<file path="config.mk">
export PLATFORM = sky130hd
export DESIGN_NAME = ptw_walker
export DESIGN_NICKNAME = d
export VERILOG_FILES = /design/src/rtl/ptw_pkg.sv /design/src/rtl/ptw_index_sel.sv /design/src/rtl/ptw_entry_decode.sv /design/src/rtl/ptw_walker.sv
export SDC_FILE = /design/constraint.sdc
export NUM_CORES = 1
export LEC_CHECK = 0
export BUFFER_PORTS_ARGS = -buffer_cell sky130_fd_sc_hd__buf_2
export CAP_MARGIN = 15
export CORE_MARGIN = 4
export CORE_UTILIZATION = 54
export DETAILED_ROUTE_END_ITERATION = 6
export HOLD_SLACK_MARGIN = 0.03
export PLACE_DENSITY_LB_ADDON = 0.05
export SLEW_MARGIN = 20
export SYNTH_ARGS = -nofsm -noshare
export SYNTH_HDL_FRONTEND = slang
export SYNTH_HIERARCHICAL = 1
export SYNTH_SLANG_ARGS = --single-unit
</file>
<file path="constraint.sdc">
create_clock -name clk -period 4.56 [get_ports clk]
set_input_delay 0.912 -clock clk [delete_from_list [all_inputs] [get_ports clk]]
set_output_delay 0.912 -clock clk [all_outputs]
set_load 0.01 [all_outputs]
</file>
<file path="src/rtl/ptw_pkg.sv">
package ptw_pkg;

    typedef enum logic [1:0] {
        WALK_IDLE = 2'd0,
        WALK_BUSY = 2'd1,
        WALK_DONE = 2'd2
    } walk_state_e;

endpackage

</file>
<file path="src/rtl/ptw_index_sel.sv">
// Picks the 9-bit table index for the current level and forms the entry address.
module ptw_index_sel #(
    parameter int LEVELS      = 4,
    parameter int IDX_W       = 9,
    parameter int FRAME_W     = 28,
    parameter int ENTRY_SHIFT = 3,
    localparam int LVL_W      = $clog2(LEVELS),
    localparam int VPN_W      = LEVELS * IDX_W,
    localparam int PA_W       = FRAME_W + IDX_W + ENTRY_SHIFT
) (
    input  logic [VPN_W-1:0]   vpn,
    input  logic [LVL_W-1:0]   lvl,
    input  logic [FRAME_W-1:0] table_frame,
    output logic [PA_W-1:0]    entry_addr
);

    logic [IDX_W-1:0] idx_arr [LEVELS];

    // Level 0 is the last table; the highest level uses the top slice.
    for (genvar g = 0; g < LEVELS; g++) begin : g_slice
        assign idx_arr[g] = vpn[g*IDX_W +: IDX_W];
    end

    always_comb begin
        entry_addr = {table_frame, idx_arr[lvl], {ENTRY_SHIFT{1'b0}}};
    end

endmodule

</file>
<file path="src/rtl/ptw_entry_decode.sv">
// Splits a table entry into its valid flag and frame number.
module ptw_entry_decode #(
    parameter int PTE_W = 64,
    parameter int PA_W  = 40,
    parameter int OFF_W = 12
) (
    input  logic [PTE_W-1:0]      pte,
    output logic                  present,
    output logic [PA_W-OFF_W-1:0] frame
);

    logic unused_pte_bits;

    assign present         = pte[0];
    assign frame           = pte[PA_W-1:OFF_W];
    assign unused_pte_bits = ^{pte[PTE_W-1:PA_W], pte[OFF_W-1:1]};

endmodule

</file>
<file path="src/rtl/ptw_walker.sv">
module ptw_walker
    import ptw_pkg::*;
#(
    parameter int LEVELS       = 4,
    parameter int IDX_W        = 9,
    parameter int PA_W         = 40,
    parameter int PTE_W        = 64,
    localparam int ENTRY_SHIFT = $clog2(PTE_W / 8),
    localparam int OFF_W       = IDX_W + ENTRY_SHIFT,
    localparam int VA_W        = OFF_W + LEVELS * IDX_W,
    localparam int FRAME_W     = PA_W - OFF_W,
    localparam int LVL_W       = $clog2(LEVELS)
) (
    input  logic               clk,
    input  logic               rst_n,
    input  logic               req_valid,
    output logic               req_ready,
    input  logic [VA_W-1:0]    req_vaddr,
    input  logic [FRAME_W-1:0] root_frame,
    output logic               mem_req_valid,
    input  logic               mem_req_ready,
    output logic [PA_W-1:0]    mem_req_addr,
    input  logic               mem_rsp_valid,
    input  logic [PTE_W-1:0]   mem_rsp_data,
    output logic               res_valid,
    output logic               res_fault,
    output logic [PA_W-1:0]    res_paddr,
    input  logic               res_ack
);

    typedef struct packed {
        walk_state_e        state;
        logic [LVL_W-1:0]   lvl;
        logic               sent;
        logic [VA_W-1:0]    vaddr;
        logic [FRAME_W-1:0] frame;
        logic               fault;
        logic [PA_W-1:0]    paddr;
    } walk_regs_t;

    localparam walk_regs_t REGS_RESET = '{
        state: WALK_IDLE, lvl: '0, sent: 1'b0, vaddr: '0,
        frame: '0, fault: 1'b0, paddr: '0
    };

    walk_regs_t regs_d, regs_q;

    logic               pte_present;
    logic [FRAME_W-1:0] pte_frame;

    ptw_index_sel #(
        .LEVELS      (LEVELS),
        .IDX_W       (IDX_W),
        .FRAME_W     (FRAME_W),
        .ENTRY_SHIFT (ENTRY_SHIFT)
    ) u_index_sel (
        .vpn         (regs_q.vaddr[VA_W-1:OFF_W]),
        .lvl         (regs_q.lvl),
        .table_frame (regs_q.frame),
        .entry_addr  (mem_req_addr)
    );

    ptw_entry_decode #(
        .PTE_W (PTE_W),
        .PA_W  (PA_W),
        .OFF_W (OFF_W)
    ) u_entry_decode (
        .pte     (mem_rsp_data),
        .present (pte_present),
        .frame   (pte_frame)
    );

    assign req_ready     = (regs_q.state == WALK_IDLE);
    assign mem_req_valid = (regs_q.state == WALK_BUSY) && !regs_q.sent;
    assign res_valid     = (regs_q.state == WALK_DONE);
    assign res_fault     = regs_q.fault;
    assign res_paddr     = regs_q.paddr;

    always_comb begin
        regs_d = regs_q;
        unique case (regs_q.state)
            WALK_IDLE: begin
                if (req_valid) begin
                    regs_d.state = WALK_BUSY;
                    regs_d.lvl   = LVL_W'(LEVELS - 1);
                    regs_d.sent  = 1'b0;
                    regs_d.vaddr = req_vaddr;
                    regs_d.frame = root_frame;
                    regs_d.fault = 1'b0;
                    regs_d.paddr = '0;
                end
            end
            WALK_BUSY: begin
                if (!regs_q.sent) begin
                    if (mem_req_ready) regs_d.sent = 1'b1;
                end else if (mem_rsp_valid) begin
                    if (!pte_present) begin
                        regs_d.state = WALK_DONE;
                        regs_d.fault = 1'b1;
                        regs_d.paddr = '0;
                    end else if (regs_q.lvl == '0) begin
                        regs_d.state = WALK_DONE;
                        regs_d.paddr = {pte_frame, regs_q.vaddr[OFF_W-1:0]};
                    end else begin
                        regs_d.lvl   = regs_q.lvl - 1'b1;
                        regs_d.frame = pte_frame;
                        regs_d.sent  = 1'b0;
                    end
                end
            end
            WALK_DONE: begin
                if (res_ack) regs_d.state = WALK_IDLE;
            end
            default: regs_d = REGS_RESET;
        endcase
    end

    always_ff @(posedge clk) begin
        if (!rst_n) regs_q <= REGS_RESET;
        else        regs_q <= regs_d;
    end


    one_outstanding_chk: assert property (@(posedge clk) disable iff (!rst_n)
        (mem_req_valid && mem_req_ready) |=> !mem_req_valid);


    req_hold_chk: assert property (@(posedge clk) disable iff (!rst_n)
        (mem_req_valid && !mem_req_ready) |=> (mem_req_valid && $stable(mem_req_addr)));


    fault_stop_chk: assert property (@(posedge clk) disable iff (!rst_n)
        (regs_q.state == WALK_BUSY && regs_q.sent && mem_rsp_valid && !pte_present)
        |=> (res_valid && res_fault && res_paddr == '0 && !mem_req_valid));


    result_hold_chk: assert property (@(posedge clk) disable iff (!rst_n)
        (res_valid && !res_ack) |=> (res_valid && $stable(res_paddr) && $stable(res_fault)));


    ready_exclusive_chk: assert property (@(posedge clk) disable iff (!rst_n)
        req_ready |-> (!mem_req_valid && !res_valid));


    ack_return_chk: assert property (@(posedge clk) disable iff (!rst_n)
        (res_valid && res_ack) |=> (req_ready && !res_valid));

endmodule

</file>
==> results of run 1 <==
registers in the layout, summed over array words and instances, names as in the netlist:
register   flops
regs_q        81
res_paddr     40
res_fault      1
worst min path at each step:
| stage | from | to | slack (ns) | cells after the start |
|---|---|---|---|---|
| after floorplan | regs_q[100]$_SDFFE_PN0P_ | regs_q[100]$_SDFFE_PN0P_ | 0.43 | 2 |
| after global placement | regs_q[96]$_SDFFE_PN0P_ | regs_q[96]$_SDFFE_PN0P_ | 0.43 | 2 |
| after detailed placement | regs_q[101]$_SDFFE_PN0P_ | regs_q[101]$_SDFFE_PN0P_ | 0.44 | 2 |
| after CTS | regs_q[101]$_SDFFE_PN0P_ | regs_q[101]$_SDFFE_PN0P_ | 0.45 | 2 |
| after global routing | regs_q[101]$_SDFFE_PN0P_ | regs_q[101]$_SDFFE_PN0P_ | 0.46 | 2 |
| final | regs_q[101]$_SDFFE_PN0P_ | regs_q[101]$_SDFFE_PN0P_ | 0.45 | 2 |
synth_stat cells, drive strengths merged:
library cell / n / area, µm²
buf: 122 / 903
dfxtp: 122 / 2440
nand2: 78 / 293
a22oi: 68 / 711
a21boi: 50 / 387
nand3: 49 / 245
nor2b: 44 / 283
clkbuf: 32 / 121
o211a: 31 / 310
mux4: 9 / 203
ha: 4 / 50.1
inv: 4 / 15.0
a2111oi: 3 / 51.3
a21oi: 2 / 10.0
mux2i: 2 / 20.0
nor2: 2 / 7.51
o21ai: 2 / 10.0
and4: 1 / 8.76
conb: 1 / 3.75
nand2b: 1 / 6.26
nand4bb: 1 / 11.3
nor3b: 1 / 7.51
nor4: 1 / 6.26
or2: 1 / 6.26
or4: 1 / 7.51
power groups by stage:
stage | logic, mW | registers, mW | clock network, mW
after floorplan | 1.55 | 1.49 | 0
after global placement | 1.70 | 1.55 | 0
after detailed placement | 1.73 | 1.57 | 0
after CTS | 1.74 | 1.55 | 1.38
after global routing | 1.93 | 1.59 | 1.43
final | 1.74 | 1.55 | 1.36
logic make-up after synthesis:
group,count (synthesis)
flops,122
simple gates,180
fa+ha+maj,4
mux,11
buf+inv,158
other cells,1
compound gates,156
area by class of cell:
cell class / count / area (µm²)
clock inverter: 7 / 85.1
clock buffer: 25 / 526
multi-input combinational: 354 / 2660
fill: 958 / 4040
inverter: 4 / 15.0
timing repair buffer: 198 / 1040
sequential: 122 / 2440
tap: 140 / 175
worst max-delay path, stage by stage (launching register included):
cell and delay, ns:
dfxtp_1 0.32, inv_1 0.10, ha_1 0.52, buf_4 0.38
nor2b_1 0.17, buf_2 0.15
through the flow:
stage | power (mW) | setup WS [ns]
after CTS | 4.67 | 1.53
after detailed placement | 3.30 | 1.60
after global placement | 3.26 | 1.62
after floorplan | 3.04 | 2.40
after global routing | 4.95 | 1.43
final | 4.65 | 1.59
layout by cell type, fill, tap and decap left out, drive strengths merged:
cell type and count:
inv 4, mux4 9, nor3b 1, a21boi 50, o21ai 2, and4 1
nor4 1, a21oi 2, nor2b 44, a22oi 68, o211a 31, or2 1
buf 198, or4 1, bufinv 2, nand2 78, clkinv 5, nand2b 1
nand3 49, a2111oi 3, clkbuf 25, dfxtp 122, conb 3, mux2i 2
nand4bb 1, ha 4, nor2 2
per-layer routing:
| metal | share of wire | up-vias | wire length [µm] |
|---|---|---|---|
| met4 | 0.014 | 2 | 189 |
| met2 | 0.48 | 153 | 6630 |
| met5 | 0.00087 | - | 12 |
| met1 | 0.43 | 2110 | 5960 |
| met3 | 0.072 | 20 | 994 |
| li1 | - | 2232 | - |
==> results.sh, run 1 <==
export IMPL_synth_simple_gate_area_frac=0.144
export IMPL_root_buffer="clkbuf_16"
export IMPL_startpoint_type="register"
export IMPL_p_comb_frac=0.375
export IMPL_p_clk_frac=0.292
export IMPL_internal_power_mw=2.94
export IMPL_slew_headroom=0.280
export IMPL_dp_cells=817
export IMPL_timing_hold_ws_ns=0.446
export IMPL_core_um2=11000
export IMPL_grt_pass1_wl_um=21700
export IMPL_finalSetupViolations=0
export IMPL_num_antenna_cells=0
export IMPL_synthToLayoutAreaGrowth_pct=13.4
export IMPL_fp_dieH_um=114
export IMPL_clock_sinks=122
export IMPL_peakVddDrop_uv=343
export IMPL_synth_top_family_by_area="compound AO/OA/AOI/OAI gates"
export IMPL_run_status="completed"
export IMPL_min_path_type="reg2reg"
export IMPL_finish_utilization=0.632
export IMPL_fin_setup_tns_ns=0
export IMPL_die_x_um=114
export IMPL_synth_xor_area_frac=0
export IMPL_ys_ff_latch=122
export IMPL_synth_area_per_cell_um2=9.68
export IMPL_path_clk_slew_ns=0.05
export IMPL_drv_slew=0
export IMPL_post_layout_nonfiller_instances=850
export IMPL_grt_overflow_total=0
export IMPL_cts_inserted_buffers=17
export IMPL_grt_pass1_vias=4377
export IMPL_num_rows=38
export IMPL_cp_end_kind="output port"
export IMPL_period_share=0.651
export IMPL_drc=0
export IMPL_initial_utilization=0.557
export IMPL_crit_type="reg2out"
export IMPL_rrSetupSlack_ns=1.68
export IMPL_design_area_um2=6940
export IMPL_swShare=0.366
export IMPL_finalClockSkew_ns=0.00518
export IMPL_grt_setup_unrepaired="no"
export IMPL_ys_warn_count=6
export IMPL_finalHoldViolations=0
export IMPL_met2_usage=0.343
export IMPL_use_met3=0.0587
export IMPL_cts_hold_buffers=0
export IMPL_fin_nets=847
export IMPL_cts_setup_buffers=0
export IMPL_busiest_layer="met2"
export IMPL_cts_resized=0
export IMPL_dr_total_vias=4517
export IMPL_die_area_um2=13100
export IMPL_vias_per_cell=5.31
export IMPL_ys_seq_area_frac=0.399
export IMPL_rr_worst_depth=7
export IMPL_antenna_found_initial=1
export IMPL_synthCells=632
export IMPL_cts_tree="done"
export IMPL_ant_nets=0
export IMPL_io_buffers=191
export IMPL_clock_latency_ns=0.41
export IMPL_synth_area_um2=6120
export IMPL_met1_usage=0.260
export IMPL_gp_congestion=0.766
export IMPL_grt_total_usage=0.208
export IMPL_synth_mux_area_frac=0.0364
export IMPL_power_switching_mw=1.70
export IMPL_worstSetupStartpoint="regs_q[121]$_SDFFE_PN0P_"
export IMPL_crit_path_end="mem_req_valid"
export IMPL_wl_per_cell_um=16.2
export IMPL_synthAdderAreaFrac=0.00818
export IMPL_dpl_instance_area_um2=6310
export IMPL_hpwlAfterDp_um=9030
export IMPL_synth_compound_area_frac=0.242
export IMPL_crit_arrival_ns=2.06
export IMPL_p_per_area_nw_per_um2=670
export IMPL_layout_drive_gt1_share=0.404
export IMPL_ios=230
export IMPL_worst_path_max_fanout=22
export IMPL_fin_crit_ns=2.97
export IMPL_htreeDepth=4
export IMPL_maxCapViolCount=0
export IMPL_max_freq_ghz=0.337
export IMPL_dr_pass1_iters=4
export IMPL_p_seq_frac=0.333
export IMPL_worstMarginPinSlew_ns=1.08
export IMPL_clockBufferDepth=2
export IMPL_reg2reg_to="res_paddr[0]$_SDFFE_PN0P_"
export IMPL_p_leak_nw=3.23
export IMPL_critical_path_required_ns=3.65
export IMPL_r2r_start="regs_q[121]$_SDFFE_PN0P_"
export IMPL_drtIter0Drc=226
export IMPL_grt_max_degree=123
export IMPL_synth_cell_type_count=35
export IMPL_drt_wl_total_um=13800
Note: power is estimated with default switching activity, not from simulation.
==> run 2, diff against run 1 <==
CORE_UTILIZATION = 45   (was 54)
clock period = 2.6 ns   (was 4.56 ns; I/O delays follow)
==> run 2 against run 1 <==
Compared with the run above: routed wire length increased by 7.3%; clock power increased by 73%; clock skew decreased by 0.0010 ns; combinational power increased by 83%; first-iteration DRC count decreased by 2.7%; critical path depth unchanged; largest cell class unchanged.
==> results.sh, run 2 (synthesized netlist as in run 1, its figures left out) <==
export IMPL_slew_headroom=0.592
export IMPL_dr_total_vias=4561
export IMPL_drtIter0Drc=220
export IMPL_final_common_cell="buf_2"
export IMPL_grt_pass1_vias=4604
export IMPL_grt_overflow_total=0
export IMPL_rrSetupSlack_ns=0.25
export IMPL_clock_sinks=122
export IMPL_num_antenna_cells=0
export IMPL_fp_dieH_um=125
export IMPL_worst_path_max_fanout=30
export IMPL_clock_latency_ns=0.40
export IMPL_whs_path_depth=3
export IMPL_cts_tree="done"
export IMPL_fin_nets=853
export IMPL_startpoint_type="register"
export IMPL_synthToLayoutAreaGrowth_pct=14.8
export IMPL_initial_utilization=0.460
export IMPL_slowest_delay_ns=0.41
export IMPL_reg2reg_to="res_paddr[31]$_SDFFE_PN0P_"
export IMPL_finish_utilization=0.529
export IMPL_num_rows=42
export IMPL_largest_register_ffs=81
export IMPL_cts_setup_buffers=0
export IMPL_grt_total_usage=0.189
export IMPL_finalSetupViolations=0
export IMPL_drt_wl_total_um=14800
export IMPL_min_from="req_vaddr[27]"
export IMPL_cts_inserted_buffers=17
export IMPL_period_share=0.931
export IMPL_worstSetupStartpoint="regs_q[121]$_SDFFE_PN0P_"
export IMPL_path_clk_slew_ns=0.05
export IMPL_ios=230
export IMPL_crit_buf_inv=3
export IMPL_rr_worst_depth=7
export IMPL_clockBufferDepth=2
export IMPL_antenna_found_initial=1
export IMPL_max_freq_ghz=0.413
export IMPL_grt_pass1_wl_um=23800
export IMPL_wl_per_cell_um=16.6
export IMPL_vias_per_cell=5.11
export IMPL_regMostFlops="regs_q"
export IMPL_p_per_area_nw_per_um2=1170
export IMPL_ant_nets=0
export IMPL_run_status="completed"
export IMPL_worstMarginPinSlew_ns=0.596
export IMPL_timing_hold_ws_ns=0.382
export IMPL_path_cells="inv_1, ha_1, buf_4, nor2b_1, buf_2"
export IMPL_grt_setup_unrepaired="no"
export IMPL_crit_type="reg2out"
export IMPL_finalClockSkew_ns=0.00417
export IMPL_gp_congestion=0.807
export IMPL_mostFrequentLayoutCells="190 x buf_2, 121 x dfxtp_1, 78 x nand2_1, 49 x nand3_1, 49 x a21boi_1"
export IMPL_p_leak_nw=3.25
export IMPL_root_buffer="clkbuf_16"
export IMPL_peakVddDrop_uv=755
export IMPL_core_um2=13300
export IMPL_crit_arrival_ns=1.90
export IMPL_critical_path_required_ns=2.08
export IMPL_finalHoldViolations=0
export IMPL_die_x_um=125
export IMPL_drc=0
export IMPL_fin_setup_tns_ns=0
export IMPL_dr_pass1_iters=6
export IMPL_min_path_type="in2reg"
export IMPL_min_to="regs_q[96]$_SDFFE_PN0P_"
export IMPL_htreeDepth=4
export IMPL_grt_max_degree=123
export IMPL_io_buffers=191
export IMPL_path_delay_family="buffers and inverters"
export IMPL_cp_end_kind="output port"
export IMPL_drv_slew=0
export IMPL_hpwlAfterDp_um=9890
export IMPL_layout_drive_gt1_share=0.406
export IMPL_r2r_start="regs_q[121]$_SDFFE_PN0P_"
export IMPL_fin_crit_ns=2.42
export IMPL_slowest_stage="buf_4"
export IMPL_maxCapViolCount=0
export IMPL_die_area_um2=15500
## run 2: cell types whose count changed in the layout (fill, tap and decap cells not counted), sizes merged
| cell | before | now |
|---|---|---|
| clkinv | 5 | 6 |
| clkbuf | 25 | 23 |
| buf | 198 | 204 |
| bufinv | 2 | 3 |
## run 2: tightest hold or removal path: stages
cell,delay (ns)
buf_2,0.09
nand3_1,0.07
a21boi_1,0.06
## run 2: worst max-delay path by stage
stage                                            end  slack (ns)  cells past startpoint
final                                  mem_req_valid        0.18                      5
after global routing                   mem_req_valid        0.07                      5
after CTS                                  req_ready        0.06                      4
after detailed placement  res_paddr[33]$_SDFFE_PN0P_        0.25                      7
after global placement    res_paddr[21]$_SDFFE_PN0P_        0.28                      7
after floorplan            res_paddr[0]$_SDFFE_PN0P_        0.48                     10
## run 2: final cells by class
class                   count  area (µm²)
well taps                 176         220
fillers                  1232        6270
clock inverters             9         120
clock buffers              23         468
flip-flops and latches    122        2440
repair buffers            204        1100
inverters                   4        15.0
multi-input cells         354        2660
## run 2: metrics by stage
stage / worst slack, ns / cell area [µm²] / instances / total power, mW
floorplan: 0.482 / 6130 / 634 / 5.34
global placement: 0.276 / 6430 / 860 / 5.87
detailed placement: 0.252 / 6430 / 860 / 5.93
CTS: 0.0646 / 7020 / 892 / 8.30
global route: 0.0699 / 7030 / 892 / 8.71
finish: 0.180 / 7030 / 892 / 8.20
## run 2: metal layers
metal / global-route usage / part of all wire / wire length, µm
met1: 0.226 / 0.43 / 6370
met2: 0.319 / 0.48 / 7090
met3: 0.0652 / 0.075 / 1110
met4: 0.0619 / 0.014 / 208
met5: 0 / 0.00061 / 9
## run 2: report_power, final
part | internal [mW] | leakage, nW | switching [mW]
clock network | 1.55 | 0.294 | 0.800
registers | 2.37 | 0.998 | 0.301
logic | 1.25 | 1.96 | 1.93
total | 5.16 | 3.25 | 3.03
## run 2: what timing repair did
item                                    4_1_cts  5_1_grt
resized for setup                             1        1
gates cloned                                  0        0
endpoints found under the setup margin        2        1
hold buffers                                  0        0
